File: src/rtl/pcm_tx_mux.sv
module pcm_tx_mux #(
  parameter int CH_W = 5
) (
  input  logic            clk,
  input  logic            rst_n,
  input  logic [1:0]      fmt,
  input  logic            half_sel,
  input  logic            sync,
  output logic [4:0]      tsa_slot,
  input  logic            tsa_en,
  input  logic [CH_W-1:0] tsa_ch,
  input  logic [7:0]      tsa_mask,
  output logic            req_valid,
  output logic [CH_W-1:0] req_ch,
  input  logic            req_data,
  input  logic [1:0]      loop_mode,
  input  logic [CH_W-1:0] loop_ch,
  input  logic            rx_data,
  output logic            tx_data,
  output logic            tx_oe
);
  localparam int POS_W = 9;

  logic             sync_q;
  logic [POS_W-1:0] pos_cnt, cur_pos, last_pos, sl_pos;
  logic [5:0]       slot;
  logic [2:0]       bitn;
  logic             sync_rise, fbit, served, active, looped;

  assign sync_rise = sync & ~sync_q;
  assign cur_pos   = sync_rise ? '0 : pos_cnt;

  always_comb begin
    case (fmt)
      2'd0:    last_pos = POS_W'(255);
      2'd1:    last_pos = POS_W'(192);
      2'd2:    last_pos = POS_W'(191);
      default: last_pos = POS_W'(511);
    endcase
  end

  assign fbit   = (fmt == 2'd1) && (cur_pos == '0);
  assign sl_pos = (fmt == 2'd1 && !fbit) ? cur_pos - POS_W'(1) : cur_pos;
  assign slot   = sl_pos[POS_W-1:3];
  assign bitn   = sl_pos[2:0];
  assign served = (fmt != 2'd3) || (slot[0] == half_sel);

  assign tsa_slot = (fmt == 2'd3) ? slot[5:1] : slot[4:0];

  assign active = !fbit && served && tsa_en && tsa_mask[3'd7 - bitn];
  assign looped = (loop_mode == 2'd1) || (loop_mode == 2'd2 && tsa_ch == loop_ch);

  assign req_valid = active && !looped;
  assign req_ch    = tsa_ch;

  always_ff @(posedge clk or negedge rst_n) begin
    if (!rst_n) begin
      sync_q  <= 1'b1;
      pos_cnt <= '0;
      tx_oe   <= 1'b0;
      tx_data <= 1'b0;
    end else begin
      sync_q  <= sync;
      pos_cnt <= (cur_pos == last_pos) ? '0 : cur_pos + POS_W'(1);
      tx_oe   <= active;
      tx_data <= active && (looped ? rx_data : req_data);
    end
  end

  a_r1_frame_start: assert property (@(posedge clk) disable iff (!rst_n)
    sync_rise |-> tsa_slot == 5'd0);

  a_r5_disabled_slot: assert property (@(posedge clk) disable iff (!rst_n)
    !tsa_en |-> !req_valid);

  a_r6_fbit_quiet: assert property (@(posedge clk) disable iff (!rst_n)
    (sync_rise && fmt == 2'd1) |=> !tx_oe);

  a_r8_req_driven: assert property (@(posedge clk) disable iff (!rst_n)
    req_valid |=> (tx_oe && tx_data == $past(req_data)));

  a_r9_loop_all_no_req: assert property (@(posedge clk) disable iff (!rst_n)
    loop_mode == 2'd1 |-> !req_valid);

  a_r12_quiet_line: assert property (@(posedge clk) disable iff (!rst_n)
    !tx_oe |-> !tx_data);

endmodule

File: config.mk
export PLATFORM = sky130hd
export DESIGN_NAME = pcm_tx_mux
export DESIGN_NICKNAME = d
export VERILOG_FILES = /design/src/rtl/pcm_tx_mux.sv
export SDC_FILE = /design/constraint.sdc
export NUM_CORES = 1
export LEC_CHECK = 0
export ABC_AREA = 1
export ABC_CLOCK_PERIOD_IN_PS = 2270
export BUFFER_PORTS_ARGS = -buffer_cell sky130_fd_sc_hd__buf_2
export CAP_MARGIN = 0
export CORE_ASPECT_RATIO = 1.1
export CORE_MARGIN = 10
export CORE_UTILIZATION = 45
export DETAILED_ROUTE_END_ITERATION = 16
export PLACE_DENSITY = 0.76
export REMOVE_ABC_BUFFERS = 1
export SYNTH_ARGS = -nofsm -noshare
export SYNTH_HDL_FRONTEND = slang
export SYNTH_SLANG_ARGS = --single-unit
File: constraint.sdc
create_clock -name clk -period 2.27 [get_ports clk]
set_input_delay 0.227 -clock clk [delete_from_list [all_inputs] [get_ports clk]]
set_output_delay 0.227 -clock clk [all_outputs]
set_load 0.02 [all_outputs]
# [After elaboration in Yosys (flattened, before gate mapping)]
# Index checks and enable logic that the tools add are counted.
[word_totals] register_bits=12 input_bits=29 out_inout_bits=13
[op_classes] add_sub_neg=3 order_cmp=1 n_eq_ne=9 n_mux=8 n_bitwise=2 n_reduce_logical=14
[op_table] op="2-to-1 mux 9 bit" count=3
[op_table] op="case mux 9 bit (3 select lines)" count=1
[op_table] op="adder 9 x 1 -> 9 bit, second input constant" count=1
[op_table] op="equality test 9 bit" count=1
[op_table] op="logical NOT 9 bit" count=1
[op_table] op="subtractor 9 x 1 -> 9 bit, second input constant" count=1
[op_table] op="logical AND 1 bit" count=8
[op_table] op="equality test 2 bit, second input constant" count=3
[op_table] op="equality test 5 bit" count=1
[op_table] op="2-to-1 mux 5 bit" count=1
[op_table] op="equality test 2 x 1 -> 1 bit, second input constant" count=2
[op_table] op="< comparator 3 x 4 -> 1 bit, second input constant" count=1
[op_table] op="binary-select mux 1 bit (select 3 bit)" count=1
[op_table] op="subtractor 3 bit, first input constant" count=1
[op_table] op="logical NOT 1 bit" count=2
[op_table] op="logical NOT 2 bit" count=1
[op_table] op="logical OR 1 bit" count=2
[op_table] op="2-to-1 mux 1 bit" count=2
[op_table] op="!= test 2 bit, second input constant" count=1
[op_table] op="bitwise AND 1 bit" count=1
[op_table] op="equality test 1 bit" count=1
[op_table] op="inverter 1 bit" count=1

# [Logic depth before layout (Yosys ltp)]
# Gate-level depths: netlist (run 1).
[logic_depth] ltp_word=14 mapped_depth=19

# [Worst setup path after synthesis (run 1)]
# No wires, ideal clock.
[synth_path] kind="flip-flop to output port" from="register sync_q" to="output port tsa_slot[4]" arrival_ps=2300 setup_slack_ps=-257 stages_incl_launch_ff=17 n_path_buf=1 cell_sequence="dfstp_2 > inv_1 > nand2_2 > buf_6 > inv_1 > nor2_1 > inv_1 > ha_1 > nand2_1 > nor2_2 > nand2_4 > nand2_8 > nor2_1 > nand3_1 > xor2_1 > inv_1 > a21oi_1"
[synth_via] elab_chain_cells=9 word_cells_on_any_way=10 classes_between="add/sub (1); mux (3); bitwise (2); reduce/logical (4)"
[synth_rtl] element="start: declaration" line="24" source="logic sync_q;"
[synth_rtl] element="start signal: assignment" line="63" source="sync_q <= sync;"
[synth_rtl] element="inverter 1 bit (*)" line="30" source="assign sync_rise = sync & ~sync_q;"
[synth_rtl] element="bitwise AND 1 bit (*)" line="30"
[synth_rtl] element="2-to-1 mux 9 bit (*)" line="31" source="assign cur_pos = sync_rise ? '0 : pos_cnt;"
[synth_rtl] element="parallel branches: the longest is 4 deep, another holds subtractor 9 x 1 -> 9 bit"
[synth_rtl] element="2-to-1 mux 9 bit (*)" line="43" source="assign sl_pos = (fmt == 2'd1 && !fbit) ? cur_pos - POS_W'(1) : cur_pos;"
[synth_rtl] element="2-to-1 mux 5 bit (*)" line="48" source="assign tsa_slot = (fmt == 2'd3) ? slot[5:1] : slot[4:0];"
[synth_rtl] element="end: declaration" line="9" source="output logic [4:0] tsa_slot,"
# Mark *: on every way between the ends.

# [Final worst setup path (run 1)]
[layout_path] from="register sync_q" to="output port req_valid"
[layout_via] elab_chain_cells=14 word_cells_on_any_way=18 classes_between="add/sub (2); eq/ne (1); mux (4); bitwise (2); reduce/logical (9)"
[layout_rtl] element="inverter 1 bit (*)" line="30"
[layout_rtl] element="bitwise AND 1 bit (*)" line="30"
[layout_rtl] element="2-to-1 mux 9 bit (*)" line="31"
[layout_rtl] element="parallel branches: the longest is 9 deep, another holds subtractor 9 x 1 -> 9 bit"
[layout_rtl] element="logical AND 1 bit (*)" line="50" source="assign active = !fbit && served && tsa_en && tsa_mask[3'd7 - bitn];"
[layout_rtl] element="logical AND 1 bit (*)" line="53" source="assign req_valid = active && !looped;"
[layout_rtl] element="end: declaration" line="13" source="output logic req_valid,"
# Mark *: on every way between the ends. The select of a mux whose other input is x is not followed.

==> flow_results.org, run 1 <==
** Run status
- Result of the run :: finished with violations
- Violations in the final reports :: setup timing

** Route
- Via count :: roughly 1300
- Routed length per instance :: roughly 11 um
- Vias per inst :: 4.768
- Post-route DRC :: 0
- Number of nets still failing antenna checks after routing :: 0
- The final layout contains routed wiring with a total length of 3069 um.
- 1st-pass router iterations :: 4
- Number of DRC violations after detailed-routing iteration 0 :: 54

** Synthesis
- The share of the Yosys chip area taken by registers is between 20 and 30%.
- Synth top area share :: ~23%
- During synthesis, Yosys emitted a total of 0 warnings.
- Most frequent cell after synthesis :: sky130_fd_sc_hd__nand2_1
- Number of enable-type register cells in the synthesized netlist :: 0
- Mean Syn Cell Area :: ~6.5 um2
- Counting flops and latches in the post-synthesis netlist gives 12.
- Post-synthesis cell type with the largest combined area :: sky130_fd_sc_hd__dfrtp_1
- The cell area that synthesis handed to floorplanning was roughly 0.0012 mm2.
- The most used flip-flop cell after synthesis is sky130_fd_sc_hd__dfrtp_1.
- Top cells by instance count after synthesis :: 43 x sky130_fd_sc_hd__nand2_1, 32 x sky130_fd_sc_hd__inv_1, 24 x sky130_fd_sc_hd__nand3_1
- Instance count of the mapped netlist :: around 190
- Ranked by total cell area, the synthesized netlist is headed by sky130_fd_sc_hd__dfrtp_1 23%, sky130_fd_sc_hd__nand2_1 13%, sky130_fd_sc_hd__nand3_1 10%, sky130_fd_sc_hd__inv_1 10%, sky130_fd_sc_hd__xor2_1 5.1%.
- Of all flip-flops after synthesis, the portion carrying an async set or reset was 100.0%.
- Count of cell types in the netlist :: 31

** Final layout
- # fillers :: about 230
- Post-route standard cell area excluding fillers :: between 0.0015 and 0.002 mm2
- The multi-input combinational cells in the finished layout cover a total of between 800 and 900 um2.
- Storage element area :: about 300 um2
- After the last flow step, the layout net total stands at roughly 270.
- Antenna diode count :: 0
- Count of non-filler cells in the finished layout :: 272
- Fraction of final layout cells with drive strength greater than 1 :: about two fifths
- Area overhead of the layout relative to synthesis :: 41.85%

** Place
- Final Wtd Congestion :: approximately 0.86
- Detailed placement ended at an HPWL of 2492 um.
- Port bufs :: 41
- Cell Area, Placed :: between 0.001 and 0.0015 mm2
- In this run, placement finished with an instance count of 261.

** Worst setup path
- STA classifies the critical path startpoint as a flip-flop.
- STA classifies the critical path endpoint as an output port.
- Startpoint of the worst-slack reg-to-reg timing path :: sync_q
- Cells on worst reg2reg path :: 15
- Required time of the worst setup path :: ~2000 ps
- The worst register-to-register path ends at pos_cnt[8].
- Maximum net fanout on the critical path :: 6
- Worst Setup Path Type :: flip-flop to output port
- At the worst endpoint, the arrival time is approximately 2300 ps.
- Setup slack, reg-to-reg :: -20 ps

** Floorplanning
- Std-Cell Rows :: 19
- Core outline area :: roughly 0.0025 mm2
- The initial utilization of the core area, before any placement, comes to 47.82%.
- Die Height :: ~74 um
- The die covers about 0.0051 mm2.
- During I/O placement, the number of pins put on the boundary was 42.
- From left edge to right edge, the die measures between 60 and 70 um.

** Timing
- The total count of max-transition violations in the final report is 0.
- Min setup slack post-route :: -282.1 ps
- Static timing analysis puts the maximum clock frequency at ~400 MHz.
- Endpoints failing setup :: 7
- The clock arrives with around 1.3 ps of skew.
- Hold Violations, Final :: 0
- Final worst path period share :: 112.4%
- Unrepaired setup endpoints after global routing :: yes
- Crit path time final :: between 2000 and 3000 ps
- For the pin with the worst max-slew slack, the measured transition is about 380 ps.
- Final hold analysis gives a worst-case slack of between 80 and 90 ps.
- Headroom to the max-slew limit :: 74.42%

** Min path
- Counting instances, the worst hold path has a depth of 1.
- Hold-critical path endpoint :: sync_q
- Hold/Removal Path Class :: primary input to flip-flop
- In this run the most critical hold path is launched from sync.

** Power and ir drop
- In this run the static leakage power is ~0.00094 uW.
- Overall power after layout :: ~1200 uW
- IR analysis of the VDD net gives a maximum drop of roughly 0.57 mV.
- For this design the ratio of total power to cell area is about 700 mW/mm2.

** Clock network
- After clock tree synthesis, the clock-pin slew on the worst setup and hold paths is 70 ps.
- Clk sinks :: 12
- Clock Latency Late Sink :: roughly 260 ps
- Clock root buffer :: sky130_fd_sc_hd__clkbuf_4
- Max Buffers Root-to-Sink :: 2
- In this run, CTS created clock tree buffers numbering 3.
- TritonCTS built the clock tree.
- Level count of the clock H-tree :: 1

** Global routing
- Number of antenna violations at the first check in global routing :: 0
- For this run the aggregate overflow at the end of global routing stands at 0.
- Maximum number of pins on one net before global-route repair :: 13
- The number of global-route vias before repair was ~1200.
- Global routing consumed, over all layers together, 11.51% of the routing resources.
- First-pass GRT wire length :: roughly 5100 um

** Job
- Max Cap Viol :: 0
[worst max-delay path: stages (launching register included)]
cell and delay [ps]:
sky130_fd_sc_hd__dfstp_2 530, sky130_fd_sc_hd__inv_2 40, sky130_fd_sc_hd__nand2_4 60, sky130_fd_sc_hd__inv_4 50, sky130_fd_sc_hd__nor2_4 100, sky130_fd_sc_hd__inv_2 60, sky130_fd_sc_hd__ha_4 160, sky130_fd_sc_hd__nand2_2 50
sky130_fd_sc_hd__nor2_2 40, sky130_fd_sc_hd__nand2_4 120, sky130_fd_sc_hd__nand2_8 100, sky130_fd_sc_hd__nor2_8 130, sky130_fd_sc_hd__xor2_2 180, sky130_fd_sc_hd__inv_1 60, sky130_fd_sc_hd__nand2_1 70, sky130_fd_sc_hd__nand3_2 80
sky130_fd_sc_hd__nor2_2 110, sky130_fd_sc_hd__buf_6 120
[layout make-up]
type,count,share of cell area [%]
Clock buffer,4,2.123
Multi-Input combinational cell,133,49.34
Timing Repair Buffer,57,20.79
Sequential cell,12,17.64
Inverter,35,7.833
Tap cell,31,2.269
[registers in the layout (all words and copies together), names as in the netlist]
register,cells
pos_cnt,9
tx_data,1
sync_q,1
tx_oe,1
[placed cells by master, fill, tap and decap left out, types with 2 or more instances in the layout]
cell / count
sky130_fd_sc_hd__nand2_1: 39
sky130_fd_sc_hd__buf_2: 36
sky130_fd_sc_hd__inv_1: 27
sky130_fd_sc_hd__nand3_1: 22
sky130_fd_sc_hd__buf_4: 16
sky130_fd_sc_hd__nor2_1: 12
sky130_fd_sc_hd__dfrtp_1: 11
sky130_fd_sc_hd__o21ai_0: 9
sky130_fd_sc_hd__inv_2: 6
sky130_fd_sc_hd__nand2_4: 6
sky130_fd_sc_hd__nand2_2: 5
sky130_fd_sc_hd__xor2_1: 5
sky130_fd_sc_hd__o21ai_1: 4
sky130_fd_sc_hd__buf_6: 4
sky130_fd_sc_hd__nor2_4: 3
sky130_fd_sc_hd__o21ai_2: 3
sky130_fd_sc_hd__nand3_2: 3
sky130_fd_sc_hd__xnor2_1: 3
sky130_fd_sc_hd__clkbuf_4: 3
sky130_fd_sc_hd__a211oi_1: 2
sky130_fd_sc_hd__nor2_2: 2
sky130_fd_sc_hd__nand4_1: 2
sky130_fd_sc_hd__xor2_2: 2
sky130_fd_sc_hd__ha_4: 2
[metrics by stage]
stage                     setup TNS (ps)  util (%)  setup WS, ps
final                              -1262     67.83        -282.1
after global routing               -2429     67.83        -451.2
after CTS                          -1707     64.10        -328.0
after detailed placement          -449.3     58.54        -118.1
after global placement            -269.2     58.54        -65.95
after floorplan                    -1019         -        -281.3
[per-layer routing]
layer	wire length (um)	global-route usage [%]	part of all wire, %	vias to the layer above
li1	-	-	-	686
met1	1252	12.94	41	567
met2	1596	20.63	52	40
met3	176	2.527	5.7	4
met4	44	5.145	1.4	0
met5	0	0	0	-
[worst max path at each step]
stage,startpoint,end,cells after the start
2_1_floorplan,sync_q,tsa_slot[4],15
3_3_place_gp,sync_q,req_valid,17
3_5_place_dp,sync_q,req_valid,17
4_1_cts,sync_q,req_valid,17
5_1_grt,sync_q,req_valid,17
6_report,sync_q,req_valid,17
[what timing repair did]
action                                  4_1_cts  5_1_grt
hold buffers                                  1        0
gates cloned                                  1        0
endpoints found under the setup margin        6       10
buffers inserted                              4        1
resized for setup                            17       22
hold endpoints to repair                     11        0
pin swaps                                    10       10
[kinds of logic (layout without fill, tap and decap cells)]
group           Yosys count  after routing  share of synthesized area, %
flops                    12             12                         25.03
compound gates           21             21                         9.657
fa+ha+maj                 2              2                         2.077
xor+xnor                 10             10                         7.269
simple gates             99            100                         41.02
buf+inv                  41             96                         14.95
[report_power, final]
| group | switching [uW] | internal (uW) |
|---|---|---|
| Combinational | 432 | 325 |
| Clock | 62.8 | 97.3 |
| Sequential | 20.4 | 255 |
No activity file was read; power rests on OpenSTA's default activity.
==> inputs of run 2 (changes only) <==
--- a/config.mk
+++ b/config.mk
@@ -9,11 +9,10 @@
 export ABC_CLOCK_PERIOD_IN_PS = 2270
 export BUFFER_PORTS_ARGS = -buffer_cell sky130_fd_sc_hd__buf_2
 export CAP_MARGIN = 0
-export CORE_ASPECT_RATIO = 1.1
+export CORE_ASPECT_RATIO = 0.75
 export CORE_MARGIN = 10
-export CORE_UTILIZATION = 45
+export CORE_UTILIZATION = 30
 export DETAILED_ROUTE_END_ITERATION = 16
-export PLACE_DENSITY = 0.76
 export REMOVE_ABC_BUFFERS = 1
 export SYNTH_ARGS = -nofsm -noshare
 export SYNTH_HDL_FRONTEND = slang
==> flow_results.org, run 2 (synthesized netlist as in run 1, its figures left out) <==
** Route
- Vias per inst :: 4.290 (-10%)
- Number of DRC violations after detailed-routing iteration 0 :: 53 (-1.9%)
- Via count :: 1287 (-0.77%)
- The routed wirelength normalized by instance count is 11.39 um (+0.98%).
- The detailed-route DRC error count is 0 (unchanged).
- The count of nets left with antenna violations after detail routing is 0 (unchanged).
- The wire length after detailed routing came to 3418 um (+11%).
- 1st-pass router iterations :: 6 (+2)

** Final layout
- Biggest register :: pos_cnt
- The number of inserted diodes was 0 (unchanged).
- Area overhead of the layout relative to synthesis :: 50.78%
- The ratio of cells with drive above 1 in the final layout is 44.76% (+3.7 points).
- Commonest cells after routing, fill and taps aside :: 37 x sky130_fd_sc_hd__nand2_1, 35 x sky130_fd_sc_hd__buf_2, 28 x sky130_fd_sc_hd__inv_1
- Flip-flop count of the largest register, all copies and words added :: 9 (unchanged)
- Most common cell after layout, fill and taps aside :: sky130_fd_sc_hd__nand2_1
- Final core occ :: 48.37% (-19 points)
- The net count of the finished layout was 280 (+2.6%).

** Clock network
- TritonCTS built the clock tree.
- The clock-pin transition on the worst setup and hold timing paths is 50 ps (-20 ps).
- The clock network latency to the later pin of the worst-skew pair came to 230 ps (-30 ps).
- Clk sinks :: 12 (unchanged)
- The CTS H-tree depth is 1 (unchanged).
- The root buffer cell chosen for the clock tree is sky130_fd_sc_hd__clkbuf_8.
- Clock buffer count from CTS :: 3 (unchanged)
- The buffer depth of the longest clock path came to 2 (unchanged).

** Timing
- The worst-margin pin slew is 411.1 ps (+31.33 ps).
- Hold Violations, Final :: 0 (unchanged)
- Setup TNS Final :: -1223 ps (+39.09 ps)
- The achievable clock frequency came to 397.1 MHz (+1.3%).
- Crit path time final :: 2518 ps (-33.63 ps)
- The post-route fraction of the period consumed by the critical path was 110.9% (-1.5 points).
- The post-route clock skew is 3.047 ps (+1.697 ps).
- The final setup violation count is 6 (-1).
- The total count of max-transition violations in the final report was 0 (unchanged).
- Headroom to the max-slew limit :: 72.56% (-1.9 points)
- Min setup slack post-route :: -248.5 ps (+33.63 ps)
- Setup repair after global routing could not meet its margin everywhere.

** Floorplanning
- Area of the die :: 0.006978 mm2 (+36%)
- The die extent in y was 74.89 um (+0.83%).
- The width of the die is 93.18 um (+34%).
- The top-level I/O count is 42 (unchanged).
- The number of core rows came to 19 (unchanged).
- Core outline area :: 0.003756 mm2 (+49%)
- The initial core utilization came to 32.08% (-16 points).

** Worst setup path
- Maximum net fanout on the critical path :: 6 (unchanged)
- Startpoint of the worst-slack reg-to-reg timing path :: sync_q
- Critical Path Source Type :: flip-flop
- The data required time at the worst endpoint was 2040 ps (about the same).
- CP startpoint :: sync_q
- The data arrival time of the critical path was 2290 ps (-40 ps).
- STA classifies the critical path endpoint as an output port.
- Setup slack, reg-to-reg :: 100 ps (+120 ps)
- Worst Setup Path Type :: flip-flop to output port

** Global routing
- Total track usage :: 9.112% (-2.4 points)
- The pin count of the biggest net entering global routing is 13 (unchanged).
- The aggregate global routing overflow came to 0 (unchanged).
- The initial antenna violation count came to 0 (unchanged).
- Vias in the first global route :: 1164 (-0.51%)
- The first-pass GRT wire length came to 5382 um (+6.1%).

** Power and ir drop
- The leakage power total was 0.001006 uW (+7.0%).
- The worst IR drop on VDD is 0.4416 mV (-22%).
- The power per cell area is 692.7 mW/mm2 (-0.70%).

** Place
- The weighted congestion reported at the end of routability-driven placement is 0.8431 (-2.1%).
- Pre-CTS setup slack :: -164.2 ps (-46.15 ps)
- Port bufs :: 41 (unchanged)
- Post-detail-place hpwl :: 2738 um (+9.9%)

** Run status
- The run finished, with violations left.
- Violations in the final reports :: setup timing

** Min path
- In this run the worst hold path is classified as primary input to flip-flop.
- Hold Path Origin :: sync

** Job
- Max Cap Viol :: 0 (unchanged)
==> run 2: area by class of cell <==
class / instances / area, um2
fillers: 380 / 1939
multi-input cells: 133 / 864.6
repair buffers: 64 / 406.6
flip-flops and latches: 12 / 301.5
inverters: 35 / 133.9
well taps: 52 / 65.06
clock buffers: 4 / 45.04
==> run 2: metrics by stage <==
step / instance area [um2] / power [uW] / cells / hold WS (ps)
after floorplan: 1156 / 659.5 / 179 / -68.59
after global placement: 1524 / 898.0 / 285 / 113.2
after detailed placement: 1524 / 894.7 / 285 / 119.1
after CTS: 1665 / 1174 / 297 / 109.1
after global routing: 1817 / 1369 / 300 / 122.9
final: 1817 / 1258 / 300 / 128.5
==> run 2: what timing repair did <==
item	in CTS	in global routing
endpoints found under the hold margin	11	0
endpoints found under the setup margin	6	9
hold buffers	1	0
buffers inserted	6	3
pin swaps	9	20
gates cloned	1	0
resized for setup	11	35
==> run 2: worst paths after layout <==
check / end / depth (start not counted)
max: req_valid / 17
min: sync_q / 1
max reg2reg: pos_cnt[8] / 13
min reg2reg: pos_cnt[8] / 2
max in group asynchronous: sync_q / 2
min in group asynchronous: pos_cnt[6] / 2
==> run 2: per-layer routing <==
| metal | track usage, % | up-vias | part of all wire, % |
|---|---|---|---|
| met4 | 1.877 | 0 | 0.18 |
| met3 | 2.284 | 2 | 4.5 |
| met5 | 0 | - | 0 |
| met1 | 12.96 | 554 | 50 |
| li1 | - | 704 | - |
| met2 | 13.50 | 27 | 45 |
==> run 2: power by group <==
part / internal (uW) / total, uW / switching [uW]
logic: 348 / 789 / 441
clock network: 123 / 191 / 68.0
registers: 256 / 279 / 23.0
total: 726 / 1260 / 532
==> run 2: worst max-delay path, cell delays in order, from the launching register on <==
cell                      delay (ps)
sky130_fd_sc_hd__dfstp_2         530
sky130_fd_sc_hd__inv_2            40
sky130_fd_sc_hd__nand2_4          70
sky130_fd_sc_hd__inv_4            50
sky130_fd_sc_hd__nor2_4          110
sky130_fd_sc_hd__inv_2            60
sky130_fd_sc_hd__ha_4            160
sky130_fd_sc_hd__nand2_2          50
sky130_fd_sc_hd__nor2_2           40
sky130_fd_sc_hd__nand2_4         120
sky130_fd_sc_hd__nand2_8         100
sky130_fd_sc_hd__nor2_8          130
sky130_fd_sc_hd__xor2_2          160
sky130_fd_sc_hd__inv_1            50
sky130_fd_sc_hd__nand2_1          60
sky130_fd_sc_hd__nand3_2          80
sky130_fd_sc_hd__nor2_1          100
sky130_fd_sc_hd__buf_4           150
==> inputs of run 3 (changes only) <==
--- a/config.mk
+++ b/config.mk
@@ -11,8 +11,9 @@
 export CAP_MARGIN = 0
 export CORE_ASPECT_RATIO = 0.75
 export CORE_MARGIN = 10
-export CORE_UTILIZATION = 30
+export CORE_UTILIZATION = 45
 export DETAILED_ROUTE_END_ITERATION = 16
+export PLACE_DENSITY = 0.79
 export REMOVE_ABC_BUFFERS = 1
 export SYNTH_ARGS = -nofsm -noshare
 export SYNTH_HDL_FRONTEND = slang
==> flow_results.org, run 3 (synthesized netlist as in run 1, its figures left out) <==
** Run status
- The flow ran to the end, but the final reports show violations.
- Violations in the final reports :: setup timing

** Power and ir drop
- Share of power burned in combinational logic :: 62.3% (-0.4 points)
- Maximum VDD drop :: 0.4339 mV (-1.7%)
- The leakage power total came to 0.0009335 uW (-7.2%).
- The internal power contribution came to 646.9 uW (-11%).
- The proportion of power drawn by the clock network came to 13.8% (-1.4 points).
- The power per cell area is 693.2 mW/mm2 (about the same).
- The sequential group share of total power was 23.8% (+1.7 points).
- Net Switching :: 511.0 uW (-3.9%)
- The switching fraction of total power is 44.13% (+1.9 points).

** Floorplanning
- Floorplan die width :: 79.75 um (-14%)
- Area of the die :: 0.005169 mm2 (-26%)
- The core area was 0.002582 mm2 (-31%).
- Starting density of the core :: 46.66% (+15 points)
- The top-level I/O count is 42 (unchanged).
- The die extent in y is 64.82 um (-13%).
- Std-Cell Rows :: 16 (-3)

** Min path
- Hold/Removal Path Class :: primary input to flip-flop
- The worst hold path terminates at sync_q.
- The startpoint identified for the worst hold timing path is sync.
- The worst hold path cell count came to 1 (unchanged).

** Timing
- Setup repair after global routing could not meet its margin everywhere.
- Min setup slack post-route :: -328.8 ps (-80.36 ps)
- The post-route fraction of the period consumed by the critical path came to 114.5% (+3.5 points).
- The worst-margin pin slew was 468.5 ps (+57.44 ps).
- Hold Violations, Final :: 0 (unchanged)
- Setup TNS Final :: -1563 ps (-340.4 ps)
- The achievable clock frequency came to 384.8 MHz (-3.1%).
- Hold Worst Slack :: 84.67 ps (-43.87 ps)
- Setup clock skew after layout :: 3.475 ps (+0.4277 ps)
- The final setup violation count is 6 (unchanged).
- The final period demand of the worst path was 2599 ps (+80.36 ps).
- The total count of max-transition violations in the final report was 0 (unchanged).
- Headroom to the max-slew limit :: 68.44% (-4.1 points)

** Route
- Vias per inst :: 4.673 (+8.9%)
- The detailed-route DRC error count was 0 (unchanged).
- The DRC marker count from the first detailed-route iteration is 95 (+79%).
- Wire length reported by the detailed router :: 3231 um (-5.5%)
- The detailed-routing iteration count for the pre-antenna-repair pass came to 5 (-1).
- Via count :: 1285 (-0.16%)
- The routed wirelength normalized by instance count was 11.75 um (+3.1%).
- Number of nets still failing antenna checks after routing :: 0 (unchanged)

** Worst setup path
- Setup slack, reg-to-reg :: 130 ps (+30 ps)
- STA classifies the critical path startpoint as a flip-flop.
- The most critical setup path has its startpoint at sync_q.
- The worst setup path is captured at an output port.
- Required time of the worst setup path :: 2040 ps (about the same)
- The number of cells on the worst reg-to-reg path is 12 (-1).
- Maximum net fanout on the critical path :: 6 (unchanged)
- Worst reg2reg path endpoint :: pos_cnt[8]
- Worst Setup Path Type :: flip-flop to output port
- The data arrival time of the critical path was 2370 ps (+80 ps).
- Startpoint of the worst-slack reg-to-reg timing path :: sync_q

** Final layout
- Biggest register :: pos_cnt
- Count of non-filler cells in the finished layout :: 275 (-8.3%)
- Leaving out fill and tap cells, the most frequent cells in the layout are 39 x sky130_fd_sc_hd__nand2_1, 35 x sky130_fd_sc_hd__buf_2, 28 x sky130_fd_sc_hd__inv_1.
- # fillers :: 224 (-41%)
- Fraction of final layout cells with drive strength greater than 1 :: 38.08% (-6.7 points)
- Most common cell after layout, fill and taps aside :: sky130_fd_sc_hd__nand2_1
- From synthesis to final layout, the design area changed by 38.63%.
- The final design utilization is 64.68% (+16 points).
- The number of inserted diodes is 0 (unchanged).
- The flip-flop count of the largest register, all copies and words added was 9 (unchanged).
- The net count of the finished layout was 271 (-3.2%).

** Clock network
- Clock buffer count from CTS :: 3 (unchanged)
- Level count of the clock H-tree :: 1 (unchanged)
- Clock Latency Late Sink :: 260 ps (+30 ps)
- The number of sinks driven by the clock tree was 12 (unchanged).
- The buffer depth of the longest clock path is 2 (unchanged).
- Clk pin slew, worst setup/hold paths :: 70 ps (+20 ps)
- Clock tree synthesis selected as its root buffer the cell sky130_fd_sc_hd__clkbuf_4.
- Clock tree from TritonCTS :: done

** Global routing
- The number of global-route vias before repair is 1132 (-2.7%).
- The initial antenna violation count was 0 (unchanged).
- Maximum number of pins on one net before global-route repair :: 13 (unchanged)
- Overall overflow remaining after global route :: 0 (unchanged)
- The overall fraction of global-route tracks in use was 11.40% (+2.3 points).
- The first-pass GRT wire length is 4905 um (-8.9%).

** Place
- Placed cells :: 266 (-6.7%)
- The half-perimeter wire length after placement was 2569 um (-6.2%).
- The number of buffer cells added on primary ports was 41 (unchanged).
- Final Wtd Congestion :: 0.9218 (+9.3%)

** Job
- The max capacitance violation total came to 0 (unchanged).
run 3: cell count changes in the layout (fill, tap and decap cells not counted), sizes merged:
cell    delta
inv        -1
buf        -9
clkinv     +1
run 3: routing by layer:
layer  wire length, um  vias up  GRT usage [%]
met2              1534       28          17.94
li1                  -      686              -
met1              1516      569          14.83
met3               167        2          2.479
met4                13        0          4.386
met5                 0        -              0
run 3: power by group through the flow:
stage	registers (uW)	clock network (uW)	logic, uW
after global routing	280	174	790
after global placement	280	0	585
after CTS	276	168	634
after detailed placement	280	0	591
final	276	160	721
after floorplan	287	0	372
run 3: critical path: stages (launching register included):
cell and delay [ps]:
sky130_fd_sc_hd__dfstp_2 530, sky130_fd_sc_hd__inv_2 40, sky130_fd_sc_hd__nand2_4 60, sky130_fd_sc_hd__inv_4 50, sky130_fd_sc_hd__nor2_4 100, sky130_fd_sc_hd__inv_2 60
sky130_fd_sc_hd__ha_4 160, sky130_fd_sc_hd__nand2_4 60, sky130_fd_sc_hd__nor2_4 40, sky130_fd_sc_hd__nand2_4 110, sky130_fd_sc_hd__nand2_8 100, sky130_fd_sc_hd__nand2_4 90
sky130_fd_sc_hd__nand3_1 90, sky130_fd_sc_hd__nand3_1 100, sky130_fd_sc_hd__nand2_1 70, sky130_fd_sc_hd__nand2_1 80, sky130_fd_sc_hd__nand3_2 90, sky130_fd_sc_hd__nor2_2 140
sky130_fd_sc_hd__buf_6 130
run 3: how the worst max path moves through the flow:
stage             endpoint  cells past startpoint
3_5_place_dp     req_valid                     18
4_1_cts          req_valid                     17
6_report         req_valid                     18
3_3_place_gp     req_valid                     18
2_1_floorplan  tsa_slot[4]                     15
5_1_grt          req_valid                     17
run 3: final cells by class:
| cell class | count | area, um2 | area share, % |
|---|---|---|---|
| inverters | 35 | 133.9 | 8.015 |
| well taps | 36 | 45.04 | 2.697 |
| clock buffers | 4 | 36.28 | 2.172 |
| flip-flops and latches | 12 | 301.5 | 18.05 |
| repair buffers | 55 | 335.3 | 20.07 |
| multi-input cells | 133 | 818.3 | 48.99 |
run 3: through the flow:
stage / total power [uW] / worst slack [ps] / instance area [um2]
2_1_floorplan: 659.5 / -281.3 / 1156
3_3_place_gp: 865.1 / -87.71 / 1481
3_5_place_dp: 871.2 / -147.9 / 1481
4_1_cts: 1079 / -348.6 / 1582
5_1_grt: 1244 / -480.2 / 1670
6_report: 1158 / -328.8 / 1670
run 3: what timing repair did:
action | 4_1_cts | 5_1_grt
setup endpoints to repair | 6 | 8
pin swaps | 2 | 9
gates cloned | 1 | 0
resized for setup | 11 | 22
hold endpoints to repair | 11 | 0
setup buffers | 2 | 1
hold buffers | 1 | 0
